<file path="src/rtl/vor_pkg.sv">
package vor_pkg;

   typedef enum logic [1:0] {
      ESZ_BYTE  = 2'd0,
      ESZ_HALF  = 2'd1,
      ESZ_WORD  = 2'd2,
      ESZ_DWORD = 2'd3
   } esz_e;

   localparam int NUM_SIZES = 4;
   localparam int LANE_BITS = 8;
   localparam int VEC_QUANTUM = 128;

   function automatic int unsigned esz_bytes(input int unsigned code);
      return 32'd1 << code;
   endfunction

endpackage

</file>
<file path="src/rtl/vor_active_decode.sv">
module vor_active_decode
   import vor_pkg::*;
#(
   parameter int PRED_BITS = 16
) (
   input  esz_e                 size,
   input  logic [PRED_BITS-1:0] pred,
   output logic [PRED_BITS-1:0] byte_en,
   output logic                 any_active
);

   logic [NUM_SIZES-1:0] any_per_size;

   // each byte lane takes the predicate bit of its element's leading byte
   for (genvar gi = 0; gi < PRED_BITS; gi++) begin : g_byte
      logic [NUM_SIZES-1:0] lead_bit;
      for (genvar gs = 0; gs < NUM_SIZES; gs++) begin : g_sz
         localparam int GRP  = int'(esz_bytes(gs));
         localparam int LEAD = (gi / GRP) * GRP;
         assign lead_bit[gs] = pred[LEAD];
      end
      assign byte_en[gi] = lead_bit[2'(size)];
   end

   // per size: is any leading bit set
   for (genvar gs = 0; gs < NUM_SIZES; gs++) begin : g_any
      localparam int GRP = int'(esz_bytes(gs));
      logic [PRED_BITS-1:0] lead_only;
      for (genvar gi = 0; gi < PRED_BITS; gi++) begin : g_bit
         if ((gi % GRP) == 0) begin : g_lead
            assign lead_only[gi] = pred[gi];
         end else begin : g_skip
            assign lead_only[gi] = 1'b0;
         end
      end
      assign any_per_size[gs] = |lead_only;
   end

   assign any_active = any_per_size[2'(size)];

endmodule

</file>
<file path="src/rtl/vor_lane_merge.sv">
module vor_lane_merge #(
   parameter int WIDTH = 8
) (
   input  logic [WIDTH-1:0] lane_a,
   input  logic [WIDTH-1:0] lane_b,
   input  logic             lane_en,
   input  logic             kill_b,
   output logic [WIDTH-1:0] lane_out
);

   logic [WIDTH-1:0] b_eff;

   always_comb begin
      b_eff    = kill_b ? '0 : lane_b;
      lane_out = lane_en ? (lane_a | b_eff) : lane_a;
   end

endmodule

</file>
<file path="src/rtl/vor_out_stage.sv">
module vor_out_stage #(
   parameter int WIDTH = 128
) (
   input  logic             clk,
   input  logic             rst,
   input  logic             load,
   input  logic [WIDTH-1:0] d,
   output logic             q_valid,
   output logic [WIDTH-1:0] q
);

   always_ff @(posedge clk) begin
      if (rst) begin
         q_valid <= 1'b0;
      end else begin
         q_valid <= load;
      end
   end

   always_ff @(posedge clk) begin
      if (rst) begin
         q <= '0;
      end else if (load) begin
         q <= d;
      end
   end

endmodule

</file>
<file path="src/rtl/vor_merge_unit.sv">
module vor_merge_unit
   import vor_pkg::*;
#(
   parameter int VEC_BITS = 128
) (
   input  logic                  clk,
   input  logic                  rst,
   input  logic                  in_valid,
   input  logic [1:0]            size_code,
   input  logic [VEC_BITS/8-1:0] pred,
   input  logic [VEC_BITS-1:0]   src_a,
   input  logic [VEC_BITS-1:0]   src_b,
   output logic                  out_valid,
   output logic [VEC_BITS-1:0]   result
);

   localparam int PRED_BITS = VEC_BITS / LANE_BITS;

   if ((VEC_BITS % VEC_QUANTUM) != 0 || VEC_BITS < VEC_QUANTUM) begin : g_bad_len
      $error("vor_merge_unit: VEC_BITS must be a nonzero multiple of 128");
   end

   esz_e                 size_sel;
   logic [PRED_BITS-1:0] byte_en;
   logic                 any_active;
   logic [VEC_BITS-1:0]  merged;

   assign size_sel = esz_e'(size_code);

   vor_active_decode #(
      .PRED_BITS(PRED_BITS)
   ) i_decode (
      .size      (size_sel),
      .pred      (pred),
      .byte_en   (byte_en),
      .any_active(any_active)
   );

   for (genvar gl = 0; gl < PRED_BITS; gl++) begin : g_lane
      vor_lane_merge #(
         .WIDTH(LANE_BITS)
      ) i_lane (
         .lane_a  (src_a[gl*LANE_BITS +: LANE_BITS]),
         .lane_b  (src_b[gl*LANE_BITS +: LANE_BITS]),
         .lane_en (byte_en[gl]),
         .kill_b  (~any_active),
         .lane_out(merged[gl*LANE_BITS +: LANE_BITS])
      );
   end

   vor_out_stage #(
      .WIDTH(VEC_BITS)
   ) i_out (
      .clk    (clk),
      .rst    (rst),
      .load   (in_valid),
      .d      (merged),
      .q_valid(out_valid),
      .q      (result)
   );

endmodule

</file>
<file path="config.mk">
export PLATFORM = sky130hd
export DESIGN_NAME = vor_merge_unit
export DESIGN_NICKNAME = d
export VERILOG_FILES = /design/src/rtl/vor_pkg.sv /design/src/rtl/vor_active_decode.sv /design/src/rtl/vor_lane_merge.sv /design/src/rtl/vor_out_stage.sv /design/src/rtl/vor_merge_unit.sv
export SDC_FILE = /design/constraint.sdc
export NUM_CORES = 1
export LEC_CHECK = 0
export ABC_AREA = 0
export BUFFER_PORTS_ARGS = -buffer_cell sky130_fd_sc_hd__buf_2
export CAP_MARGIN = 20
export CORE_AREA = 4 4 154 156
export DETAILED_ROUTE_END_ITERATION = 10
export DIE_AREA = 0 0 158 160
export SYNTH_ARGS = -nofsm -noshare
export SYNTH_HDL_FRONTEND = slang
export SYNTH_SLANG_ARGS = --single-unit
</file>
<file path="constraint.sdc">
create_clock -name clk -period 2.1 [get_ports clk]
set_input_delay 0.21 -clock clk [delete_from_list [all_inputs] [get_ports clk]]
set_output_delay 0.21 -clock clk [all_outputs]
set_load 0.005 [all_outputs]
</file>
# Word level (Yosys, flattened, before mapping)
# Cells that the tools add are included.
# word_totals
ff_bits,129
output_inout_bits,129
# classes
n_lt_le_gt_ge,1
mux,66
bitwise_logic,16
reduce_logical,4
# ops
op,n
$mux W8,32
$or A8 B8 Y8,16
$bmux W1 S2,17
$mux W1,17
$reduce_or A16 Y1,1
$reduce_or A8 Y1,1
$reduce_or A4 Y1,1
$lt A2 B3 Y1 const B,1
$reduce_or A2 Y1,1

# Depth between registers and ports, before layout
# Gate-level depths: netlist of run 1.
# depth
ltp_word,6
depth_mapped,6
depth_no_buf,3

# By module
# A second synthesis of run 1 with hierarchy kept.
# unflattened
hier_cells,621
area_unflattened_um2,6342.3
# by_module_without_submodules
module,instances,cells_each,area_per_inst_um2,seq_area_each_um2
vor_out_stage,1,415,4667.0,2582.5
vor_lane_merge,16,10,85.1,0.0
vor_active_decode,1,45,310.3,0.0
vor_merge_unit,1,1,3.8,0.0

# Worst setup path before layout of run 1
# OpenSTA, ideal clock, no wires.
# synth_timing
path_type,input to register
from,in size_code[1]
to,reg i_out.q[56]
setup_time_ns,0.137
t_arrival_ns,1.142
required_ns,1.963
setup_slack_ns,0.820
cell_stages,4
path_cell_list,buf_6 -> mux4_2 -> a21oi_1 -> a211oi_1
# synth_between
elab_chain_len,5
word_cells_on_any_way,7
classes_between,6 x mux; 1 x bitwise
# synth_lines
element,line_no,rtl
start: declaration,vor_merge_unit.sv:9,"input logic [1:0] size_code,"
$bmux W1 S2,vor_active_decode.sv:39,assign any_active = any_per_size[2'(size)];
$mux W1 (not written as such),vor_active_decode.sv:39,
$mux W8,vor_lane_merge.sv:14,b_eff = kill_b ? '0 : lane_b;
$or A8 B8 Y8,vor_lane_merge.sv:15,lane_out = lane_en ? (lane_a | b_eff) : lane_a;
$mux W8 (*),vor_lane_merge.sv:15,
end signal: assignment,vor_out_stage.sv:22,q <= '0;
end signal: assignment,vor_out_stage.sv:24,q <= d;
end: declaration,vor_out_stage.sv:9,output logic [WIDTH-1:0] q
# Mark *: on every way between the ends. The rest lies on a longest branch, timed or not. The select of a mux whose other input is x is not followed.
# A chain may end at the register's enable or synchronous reset.

# Final worst setup path of run 1
# layout_timing
from,in size_code[1]
to,reg i_out.q[11]
# The elaborated chain is that of the path after synthesis.

==> results of run 1 <==
==> where the power goes <==
part	leakage, nW	internal (mW)	switching (mW)	total [mW]
sequential	1.08	2.64	0.0929	2.73
combinational	2.85	0.544	0.602	1.15
clock	0.296	2.02	1.17	3.19
==> cells by family (layout without fill, tap and decap cells) <==
family,Yosys count,after routing,synth area share
AOI/OAI and AO/OA,260,260,0.324
buffers and inverters,144,530,0.105
and+or+nand+nor,141,141,0.102
DFF,129,129,0.445
muxes,8,8,0.0194
xor gates and xnor gates,1,1,0.00474
other,0,1,0
==> per-stage QoR <==
stage	area, µm²	setup slack [ns]	std cells
after global routing	8650	0.616	1355
after global placement	8030	0.326	1323
after floorplan	5810	0.820	683
after detailed placement	8030	0.281	1323
final	8650	0.736	1355
after CTS	8650	0.741	1354
==> worst max-delay path: stages <==
cell and delay (ns):
buf_2 0.33, buf_4 0.28, buf_4 0.19, o21a_1 0.25, o21ai_0 0.13, a311oi_1 0.27
==> layer usage <==
metal  global-route usage  share of wire  vias up
li1                     -              -     3247
met2                0.290           0.47      277
met4               0.0721          0.030        0
met5                    0              0        -
met1                0.220           0.42     2954
met3               0.0450          0.082       40
==> sequential cells by signal, indices dropped and copies added (netlist names) <==
name,count
i_out.q,128
i_out.q_valid,1
==> synth_stat cells <==
cell type,count
a211oi_1,48
a21boi_2,2
a21oi_1,48
a311oi_1,80
and3_1,2
buf_1,4
buf_12,1
buf_2,6
buf_4,8
buf_6,2
clkbuf_1,41
clkbuf_2,1
dfxtp_1,129
inv_1,80
inv_2,1
mux2_2,6
mux4_2,2
nand2b_1,2
nand3b_1,1
nand3b_2,1
nor2_1,128
nor2b_1,1
nor3b_4,2
o2111ai_1,16
o211ai_1,32
o21a_1,2
o21ai_0,16
o21ai_1,16
or2_2,2
or3_1,2
xnor2_4,1
==> area by class of cell <==
| class | instances | area, µm² |
|---|---|---|
| multi-input combinational | 410 | 2610 |
| inverter | 81 | 304 |
| fill | 2314 | 13700 |
| clock buffer | 19 | 443 |
| timing repair buffer | 418 | 2170 |
| antenna | 1 | 2.50 |
| clock inverter | 12 | 183 |
| sequential | 129 | 2580 |
| tap | 285 | 357 |
==> placed cells by master (no fill, tap or decap), types with 3 or more instances in the layout <==
master        n
a211oi_1     48
a21oi_1      48
a311oi_1     80
buf_12        3
buf_2       403
buf_4        11
bufinv_16     4
clkbuf_16    17
clkinvlp_4    3
dfxtp_1     129
inv_1        80
mux2_2        6
nor2_1      128
o2111ai_1    16
o211ai_1     32
o21ai_0      16
o21ai_1      16
==> worst paths after layout <==
check,startpoint,to,depth (start not counted)
worst max-delay path,size_code[1],i_out.q[11]$_SDFFE_PP0P_,6
worst min-delay path,src_a[93],i_out.q[93]$_SDFFE_PP0P_,3
worst max register to register,i_out.q[90]$_SDFFE_PP0P_,i_out.q[90]$_SDFFE_PP0P_,2
worst min register to register,i_out.q[108]$_SDFFE_PP0P_,i_out.q[108]$_SDFFE_PP0P_,2
==> impl_results.md, run 1 <==
- Status: finished clean
- Final period util: 0.650
- Post-CTS setup buffers: 0
- Initial DRC count: between 300 and 400
- Initial Util: 0.260
- Worst-Margin Slew: 0.615 ns
- Unique masters post-synth: 31
- Leading post-synthesis cells by cell area: dfxtp_1, a311oi_1, nor2_1
- Design Power: 7.07 mW
- DRC: 0
- Layout cells sized above 1: 0.435
- Mapped Avg Cell Area: 8.50 µm²
- H-Tree Depth: 4
- Final Hold Viols: 0
- Synth warn: 0
- Static leakage: approximately 4.2 nW
- CTS sink cnt: 129
- Synth area leader: dfxtp_1
- Initial antenna violation count: 1
- Synthesized instance count: 683
- Endpoints failing setup: 0
- Hold Slack: 0.0431 ns
- First-pass GRT wire length: 34.9 mm
- Final GP Congestion: a little over 0.8
- Clock buffer depth: 2
- MaxCap Viol Count: 0
- Max transition margin: 0.590
- Clk root buf: clkbuf_16
- Die height: 160 µm
- Reg clk slew, reported paths: 0.06 ns
- Nets: 1,334
- Crit-path max FO: 15
- I/O Pins: 406
- Reg-to-reg slack, setup: 1.33 ns
- WL/cell: 17.5 µm
- Post-Syn Nets: 960
- Crit path capture type: flip-flop
- Die width: 158 µm
- GRT Util Overall: 0.177
- Pins over their slew limit: 0
- Min-delay worst type: primary input to flip-flop
- Crit path required time: between 2 and 2.5 ns
- Vias in the first global route: 6,366
- Final ANT Viol Nets: 0
- Cts hold-fix bufs: 0
- Peak VDD IR: 0.438 mV
- Area Growth Syn to Fin: 49.1%
- PortBufs: 405
- Mapped Area: around 5800 µm²
- Core footprint: 22,400 µm²
- RSZ-0062 raised after global routing: no
- Total negative slack: 0 ns
- Die ar.: approximately 25,000 µm²
- Synth Register Bits: 129
- Worst endpoint data arrival time: about 1.7 ns
- Drt first pass iters: 4
- CP Launch Type: primary input
- Min cycle time layout: 1.36 ns
- Clk_skew: 0 ns
- Top-area cell type share of the netlist area: 0.445
- Grt ovf: 0
- Num CTS Buffers: 17
- Power density cells: 817 nW/µm²
- Site Rows: 55
- Pin count of the biggest net entering global routing: 130
- DR vias: 6,518
- WL final: 23.8 mm
- Post-cts sizing count: 0
- Post-DR vias/cell: 4.81
- Fin util: 0.387
- Clk_lat worst skew: just over 0.4 ns
- Peak Freq: 733 MHz
- Post-DP HPWL: 18.0 mm
- Register area share after synthesis: 0.445
- CP Class: primary input to flip-flop
- CTS tree: yes
Power figures use the tool's default switching activity.
==> run 2, diff against run 1 <==
--- a/config.mk
+++ b/config.mk
@@ -5,12 +5,12 @@
 export SDC_FILE = /design/constraint.sdc
 export NUM_CORES = 1
 export LEC_CHECK = 0
-export ABC_AREA = 0
+export ABC_AREA = 1
 export BUFFER_PORTS_ARGS = -buffer_cell sky130_fd_sc_hd__buf_2
 export CAP_MARGIN = 20
-export CORE_AREA = 4 4 154 156
+export CORE_AREA = 4 4 156 158
 export DETAILED_ROUTE_END_ITERATION = 10
-export DIE_AREA = 0 0 158 160
+export DIE_AREA = 0 0 160 162
 export SYNTH_ARGS = -nofsm -noshare
 export SYNTH_HDL_FRONTEND = slang
 export SYNTH_SLANG_ARGS = --single-unit
==> constraint.sdc (replaced) <==
create_clock -name clk -period 1.2 [get_ports clk]
set_input_delay 0.12 -clock clk [delete_from_list [all_inputs] [get_ports clk]]
set_output_delay 0.12 -clock clk [all_outputs]
set_load 0.005 [all_outputs]
==> impl_results.md, run 2 <==
- DR vias: 8,256 (+27%)
- Reg-to-reg slack, setup: 0.45 ns (-0.88 ns)
- Clock power share: 0.424 (-0.027)
- Switch share: 0.267 (+0.00271)
- WL/cell: 17.6 µm (+0.17%)
- Fill count: 2,130 (-8.0%)
- Hold Slack: 0.0231 ns (-0.0200 ns)
- Final Hold Viols: 0 (unchanged)
- Mapped Avg Cell Area: 7.41 µm² (-13%)
- Final ANT Viol Nets: 0 (unchanged)
- Final setup margin: 0.0606 ns (-0.675 ns)
- Biggest regs: i_out.q: 128 flops, i_out.q_valid: 1 flops
- Slowest cell on the critical path: dlygate4sd3_1
- Pin count of the biggest net entering global routing: 69 (-47%)
- Vias in the first global route: 8,440 (+33%)
- GRT Util Overall: 0.211 (+0.0344)
- RSZ-0062 raised after global routing: no
- Reg2Reg Capture Point: i_out.q[6]$_SDFFE_PP0P_
- Die ar.: 25,900 µm² (+2.5%)
- Final period util: 0.949
- Static leakage: 5.33 nW (+26%)
- MaxCap Viol Count: 0 (unchanged)
- ANT cells: 0 (-1)
- Area Growth Syn to Fin: 101%
- Comb pwr share: 0.210 (+0.048)
- Commonest cells after routing, fill and taps aside: buf_2, dlygate4sd3_1, a21oi_1
- Design Power: 13.1 mW (+85%)
- WL final: 29.7 mm (+25%)
- Layout cells sized above 1: 0.339 (-0.0962)
- Hold Crit Depth: 3 (unchanged)
- Final GP Congestion: 0.808 (-1.5%)
- Slowest Stage Delay on Critical Path: 0.53 ns (+0.20 ns)
- Synth area leader: dfxtp_1
- Endpoints failing setup: 0 (unchanged)
- CTS tree: yes
- Worst-path cell chain: dlygate4sd3_1, buf_2, inv_4, buf_12, o21ai_0, a21oi_1
- Reg-to-reg startpoint: i_out.q[6]$_SDFFE_PP0P_
- Number of synthesized flops with an enable pin: 0 (unchanged)
- Initial antenna violation count: 0 (-1)
- Crit-path max FO: 32 (+17)
- Pins over their slew limit: 0 (unchanged)
- Register area share after synthesis: 0.467 (+0.0221)
- I/O Pins: 406 (unchanged)
- Sequential Power Share: 0.366 (-0.020)
- First-pass GRT wire length: 44.3 mm (+27%)
- CP Class: primary input to flip-flop
- Clock buffer depth: 2 (unchanged)
- Crit path capture type: flip-flop
- Post-DP HPWL: 18.1 mm (+0.12%)
- Number of flip-flops in the largest register: 128 (unchanged)
- Final Cell Area: 11,100 µm² (+28%)
- Site Rows: 56 (+1.8%)
- Total negative slack: 0 ns (unchanged)
- Pre-CTS WS: -0.0306 ns (-0.311 ns)
- Clk_lat worst skew: 0.41 ns (about the same)
- CP Launch Type: primary input
- Top-count cell post-synth: a21oi_1
- Nets: 1,667 (+25%)
- Crit path required time: 1.53 ns (-0.88 ns)
- Hold Startpoint: src_a[79]
- Fraction of registers with async set/reset: 0 (unchanged)
- Mapped Area: 5530 µm² (-4.7%)
- PortBufs: 405 (unchanged)
- Clk_skew: 0 ns (unchanged)
- Commonest non-fill, non-tap cell in the layout: buf_2
- Internal cell power: 9.59 mW (+84%)
- NetSw: 3.49 mW (+87%)
- Grt ovf: 0 (unchanged)
- CTS sink cnt: 129 (unchanged)
- Synth Register Bits: 129 (unchanged)
- Peak VDD IR: 0.706 mV (+61%)
- Clk root buf: clkbuf_16
- Top-area cell type share of the netlist area: 0.467 (+0.0221)
- H-Tree Depth: 4 (unchanged)
- Num CTS Buffers: 17 (unchanged)
- Core footprint: 23,100 µm² (+3.4%)
- Power density cells: 1180 nW/µm² (+44%)
- Post-CTS setup buffers: 0 (unchanged)
- Top cells by count, synth: a21oi_1, nor2_1, dfxtp_1
- Top reg by flops: i_out.q
- Placed cell areas: 7870 µm² (-1.9%)
- Synth warn: 0 (unchanged)
- Synthesized instance count: 746 (+9.2%)
- Unique masters post-synth: 20 (-35%)
- Post-DR vias/cell: 4.88 (+1.4%)
- Leading post-synthesis cells by cell area: dfxtp_1, a21oi_1, o21ai_0
- Min-delay worst type: primary input to flip-flop
- Main synth FF type: dfxtp_1
- Worst-Margin Slew: 0.353 ns (-0.262 ns)
- Reg clk slew, reported paths: 0.06 ns (about the same)
- Max transition margin: 0.764 (+0.174)
- Initial Util: 0.239 (-0.0204)
- Peak Freq: 878 MHz
- Initial DRC count: 770 (+130%)
- Endpoint, Worst Hold: i_out.q[79]$_SDFFE_PP0P_
- Die width: 160 µm (+1.3%)
- Post-Syn Nets: 1,023 (+6.6%)
- Status: finished clean
- Die height: 162 µm (+1.3%)
- Drt first pass iters: 6 (+2)
- DRC: 0 (unchanged)
- Worst r2r path cells: 2 (unchanged)
- Worst endpoint data arrival time: 1.47 ns (-0.21 ns)
- Min cycle time layout: 1.14 ns
[run 2: final cells by class]
type	count	area, µm²	share of cell area
timing repair buffer	682	4910	0.442
multi-input combinational	551	2580	0.233
sequential	129	2580	0.233
clock buffer	19	433	0.0390
tap	290	363	0.0327
clock inverter	12	185	0.0167
inverter	9	41.3	0.00372
[run 2: what timing repair did]
item / 4_1_cts / 5_1_grt
resized for setup: 0 / 2
endpoints found under the setup margin: 0 / 4
hold buffers: 255 / 0
hold endpoints to repair: 129 / 0
[run 2: how the worst max path moves through the flow]
stage	slack, ns	to	depth (start not counted)	startpoint
3_5_place_dp	-0.03	i_out.q[75]$_SDFFE_PP0P_	6	size_code[0]
3_3_place_gp	-0.01	i_out.q[79]$_SDFFE_PP0P_	6	size_code[0]
2_1_floorplan	0.23	i_out.q[72]$_SDFFE_PP0P_	6	size_code[0]
4_1_cts	0.10	result[79]	1	i_out.q[79]$_SDFFE_PP0P_
5_1_grt	0.03	i_out.q[6]$_SDFFE_PP0P_	6	rst
6_report	0.06	i_out.q[6]$_SDFFE_PP0P_	6	rst
[run 2: metal layers]
layer	track usage	wire length (µm)	part of all wire
met4	0.113	1490	0.050
met1	0.240	11500	0.39
met2	0.360	14300	0.48
met5	0	0	0
met3	0.0606	2380	0.080
[run 2: logic make-up after synthesis]
| family | Yosys count | synth area share |
|---|---|---|
| flops | 129 | 0.467 |
| compound gates | 260 | 0.236 |
| buf+inv | 66 | 0.0656 |
| simple gates | 291 | 0.232 |
[run 2: critical path: cells and delay by family]
kind            cells  cell delay (ns)
compound gates      2             0.30
buf+inv             4             1.01
[run 2: power by group through the flow]
stage	combinational [mW]	clock [mW]	sequential (mW)
floorplan	0.842	0	4.89
global placement	1.98	0	4.86
detailed placement	2.00	0	4.87
CTS	2.65	5.73	4.78
global route	2.98	5.84	4.82
finish	2.75	5.54	4.79
[run 2: metrics by stage]
| stage | instances | utilization |
|---|---|---|
| finish | 1692 | 0.480 |
| global route | 1692 | 0.480 |
| CTS | 1690 | 0.478 |
| detailed placement | 1404 | 0.341 |
| global placement | 1404 | 0.341 |
| floorplan | 746 | - |
==> run 3, diff against run 2 <==
--- a/config.mk
+++ b/config.mk
@@ -5,12 +5,11 @@
 export SDC_FILE = /design/constraint.sdc
 export NUM_CORES = 1
 export LEC_CHECK = 0
-export ABC_AREA = 1
 export BUFFER_PORTS_ARGS = -buffer_cell sky130_fd_sc_hd__buf_2
 export CAP_MARGIN = 20
-export CORE_AREA = 4 4 156 158
+export CORE_AREA = 4 4 158 160
 export DETAILED_ROUTE_END_ITERATION = 10
-export DIE_AREA = 0 0 160 162
+export DIE_AREA = 0 0 162 164
 export SYNTH_ARGS = -nofsm -noshare
 export SYNTH_HDL_FRONTEND = slang
 export SYNTH_SLANG_ARGS = --single-unit
==> impl_results.md, run 3 (synthesized netlist as in run 1, its figures left out) <==
- Site Rows: 56 (unchanged)
- Commonest non-fill, non-tap cell in the layout: buf_2
- Pin count of the biggest net entering global routing: 75 (+8.7%)
- Layout cells sized above 1: 0.400 (+0.0612)
- DR vias: 7,246 (-12%)
- Endpoints failing setup: 0 (unchanged)
- Clk_lat worst skew: 0.41 ns (about the same)
- CP startpoint: size_code[1]
- Min cycle time layout: 1.06 ns (-0.0799 ns)
- Crit path buf inv count: 3 (-1)
- Register area: 2580 µm² (unchanged)
- Worst Setup EP: i_out.q[76]$_SDFFE_PP0P_
- Grt ovf: 0 (unchanged)
- Pins over their slew limit: 0 (unchanged)
- Initial Util: 0.248 (+0.00890)
- Reg-to-reg slack, setup: 0.42 ns (-0.03 ns)
- WL final: 26.2 mm (-12%)
- Num CTS Buffers: 17 (unchanged)
- RSZ-0062 raised after global routing: no
- Core footprint: 23,400 µm² (+1.2%)
- Reg-to-reg startpoint: i_out.q[28]$_SDFFE_PP0P_
- Clock buffer depth: 2 (unchanged)
- Initial DRC count: 328 (-57%)
- Final ANT Viol Nets: 0 (unchanged)
- PortBufs: 405 (unchanged)
- MaxCap Viol Count: 0 (unchanged)
- Peak VDD IR: 0.702 mV (-0.68%)
- Slowest Stage Delay on Critical Path: 0.31 ns (-0.22 ns)
- Status: finished clean
- Die ar.: 26,600 µm² (+2.5%)
- Most used cell, CP: buf_4
- Post-DP HPWL: 19.2 mm (+6.3%)
- CTS sink cnt: 129 (unchanged)
- Crit-path max FO: 8 (-75%)
- DRC: 0 (unchanged)
- Die height: 164 µm (+1.2%)
- Nets: 1,490 (-11%)
- Peak Freq: 944 MHz (+7.5%)
- Fill count: 2,314 (+8.6%)
- Reg clk slew, reported paths: 0.06 ns (about the same)
- I/O Pins: 406 (unchanged)
- Fin util: 0.440 (-0.0399)
- Crit path required time: 1.51 ns (-0.02 ns)
- Initial antenna violation count: 2 (+2)
- Slowest cell on the critical path: nor3b_4
- Static leakage: 4.93 nW (-7.4%)
- Die width: 162 µm (+1.3%)
- Max transition margin: 0.752 (-0.0121)
- WP depth: 6 (unchanged)
- CP Class: primary input to flip-flop
- Final Hold Viols: 0 (unchanged)
- Hold Crit Depth: 3 (unchanged)
- Reg2Reg Capture Point: i_out.q[28]$_SDFFE_PP0P_
- Number of flip-flops in the largest register: 128 (unchanged)
- First-pass GRT wire length: 39.6 mm (-11%)
- Crit path capture type: flip-flop
- Worst-Margin Slew: 0.371 ns (+0.0186 ns)
- CTS tree: yes
- Worst endpoint data arrival time: 1.37 ns (-0.10 ns)
- Drt first pass iters: 5 (-1)
- Commonest cells after routing, fill and taps aside: buf_2, dlygate4sd3_1, dfxtp_1
- CP delay by family, top: buffers and inverters
- Worst-path cell chain: buf_2, buf_4, buf_4, nor3b_4, o21ai_0, a311oi_1
- Vias in the first global route: 7,361 (-13%)
- WL/cell: 17.0 µm (-3.5%)
- Total negative slack: 0 ns (unchanged)
- Clk_skew: 0 ns (unchanged)
- Final GP Congestion: 0.806 (-0.15%)
- Biggest regs: i_out.q: 128 flops, i_out.q_valid: 1 flops
- Min-delay worst type: primary input to flip-flop
- H-Tree Depth: 4 (unchanged)
- Multi-input logic area: 2610 µm² (+1.1%)
- Top reg by flops: i_out.q
- Area Growth Syn to Fin: 77.4%
- GRT Util Overall: 0.189 (-0.0223)
- Final period util: 0.883 (-0.0666)
- Worst r2r path cells: 2 (unchanged)
- Clk root buf: clkbuf_16
- Power density cells: 1260 nW/µm² (+6.6%)
- Post-DR vias/cell: 4.68 (-4.0%)
- CP Launch Type: primary input
## run 3: where the power goes
part           total, mW  internal (mW)  leakage (nW)  switching, mW
clock               5.66           3.59         0.306           2.07
combinational       2.49           1.32          3.55           1.17
sequential          4.79           4.62          1.08          0.167
total               12.9           9.54          4.93           3.40
## run 3: timing repair
| action | 4_1_cts | 5_1_grt |
|---|---|---|
| setup endpoints to repair | 0 | 3 |
| hold buffers | 132 | 0 |
| endpoints found under the hold margin | 78 | 0 |
| setup buffers | 0 | 1 |
| resized for setup | 0 | 1 |
## run 3: worst min-delay path by stage
stage          slack [ns]                         to  startpoint
2_1_floorplan        0.27  i_out.q[100]$_SDFFE_PP0P_  src_a[100]
3_3_place_gp         0.38   i_out.q[33]$_SDFFE_PP0P_   src_a[33]
3_5_place_dp         0.38   i_out.q[39]$_SDFFE_PP0P_   src_a[39]
4_1_cts            0.0005   i_out.q[76]$_SDFFE_PP0P_   src_a[76]
5_1_grt              0.01   i_out.q[32]$_SDFFE_PP0P_   src_b[32]
6_report             0.02   i_out.q[89]$_SDFFE_PP0P_   src_a[89]
## run 3: worst register-to-register path: stages, from the launching register on
cell	delay, ns
dfxtp_1	0.36
nor2_1	0.06
a311oi_1	0.27
## run 3: per-layer routing
layer	GRT usage	up-vias	share of wire
met4	0.0900	0	0.038
met3	0.0512	66	0.072
li1	-	3555	-
met1	0.216	3280	0.39
met2	0.328	345	0.50
met5	0	-	0
## run 3: cell type report
type                            count  area share
Clock buffer                       19      0.0440
Antenna cell                        3    0.000729
Tap cell                          319      0.0388
Timing Repair Buffer              574       0.365
Multi-Input combinational cell    410       0.254
Clock inverter                     12      0.0175
Sequential cell                   129       0.251
Inverter                           81      0.0295
## run 3: per-stage QoR
stage               std cells  setup slack (ns)  instance area, µm²  hold WS, ns  power, mW
global placement         1380            -0.300                8320        0.379       6.98
detailed placement       1380            -0.320                8320        0.384       7.00
finish                   1547             0.141               10300       0.0180       12.9
CTS                      1543             0.118               10300     0.000518       13.1
floorplan                 683            0.0102                5810        0.273       5.83
global route             1546           0.00645               10300       0.0146       13.6
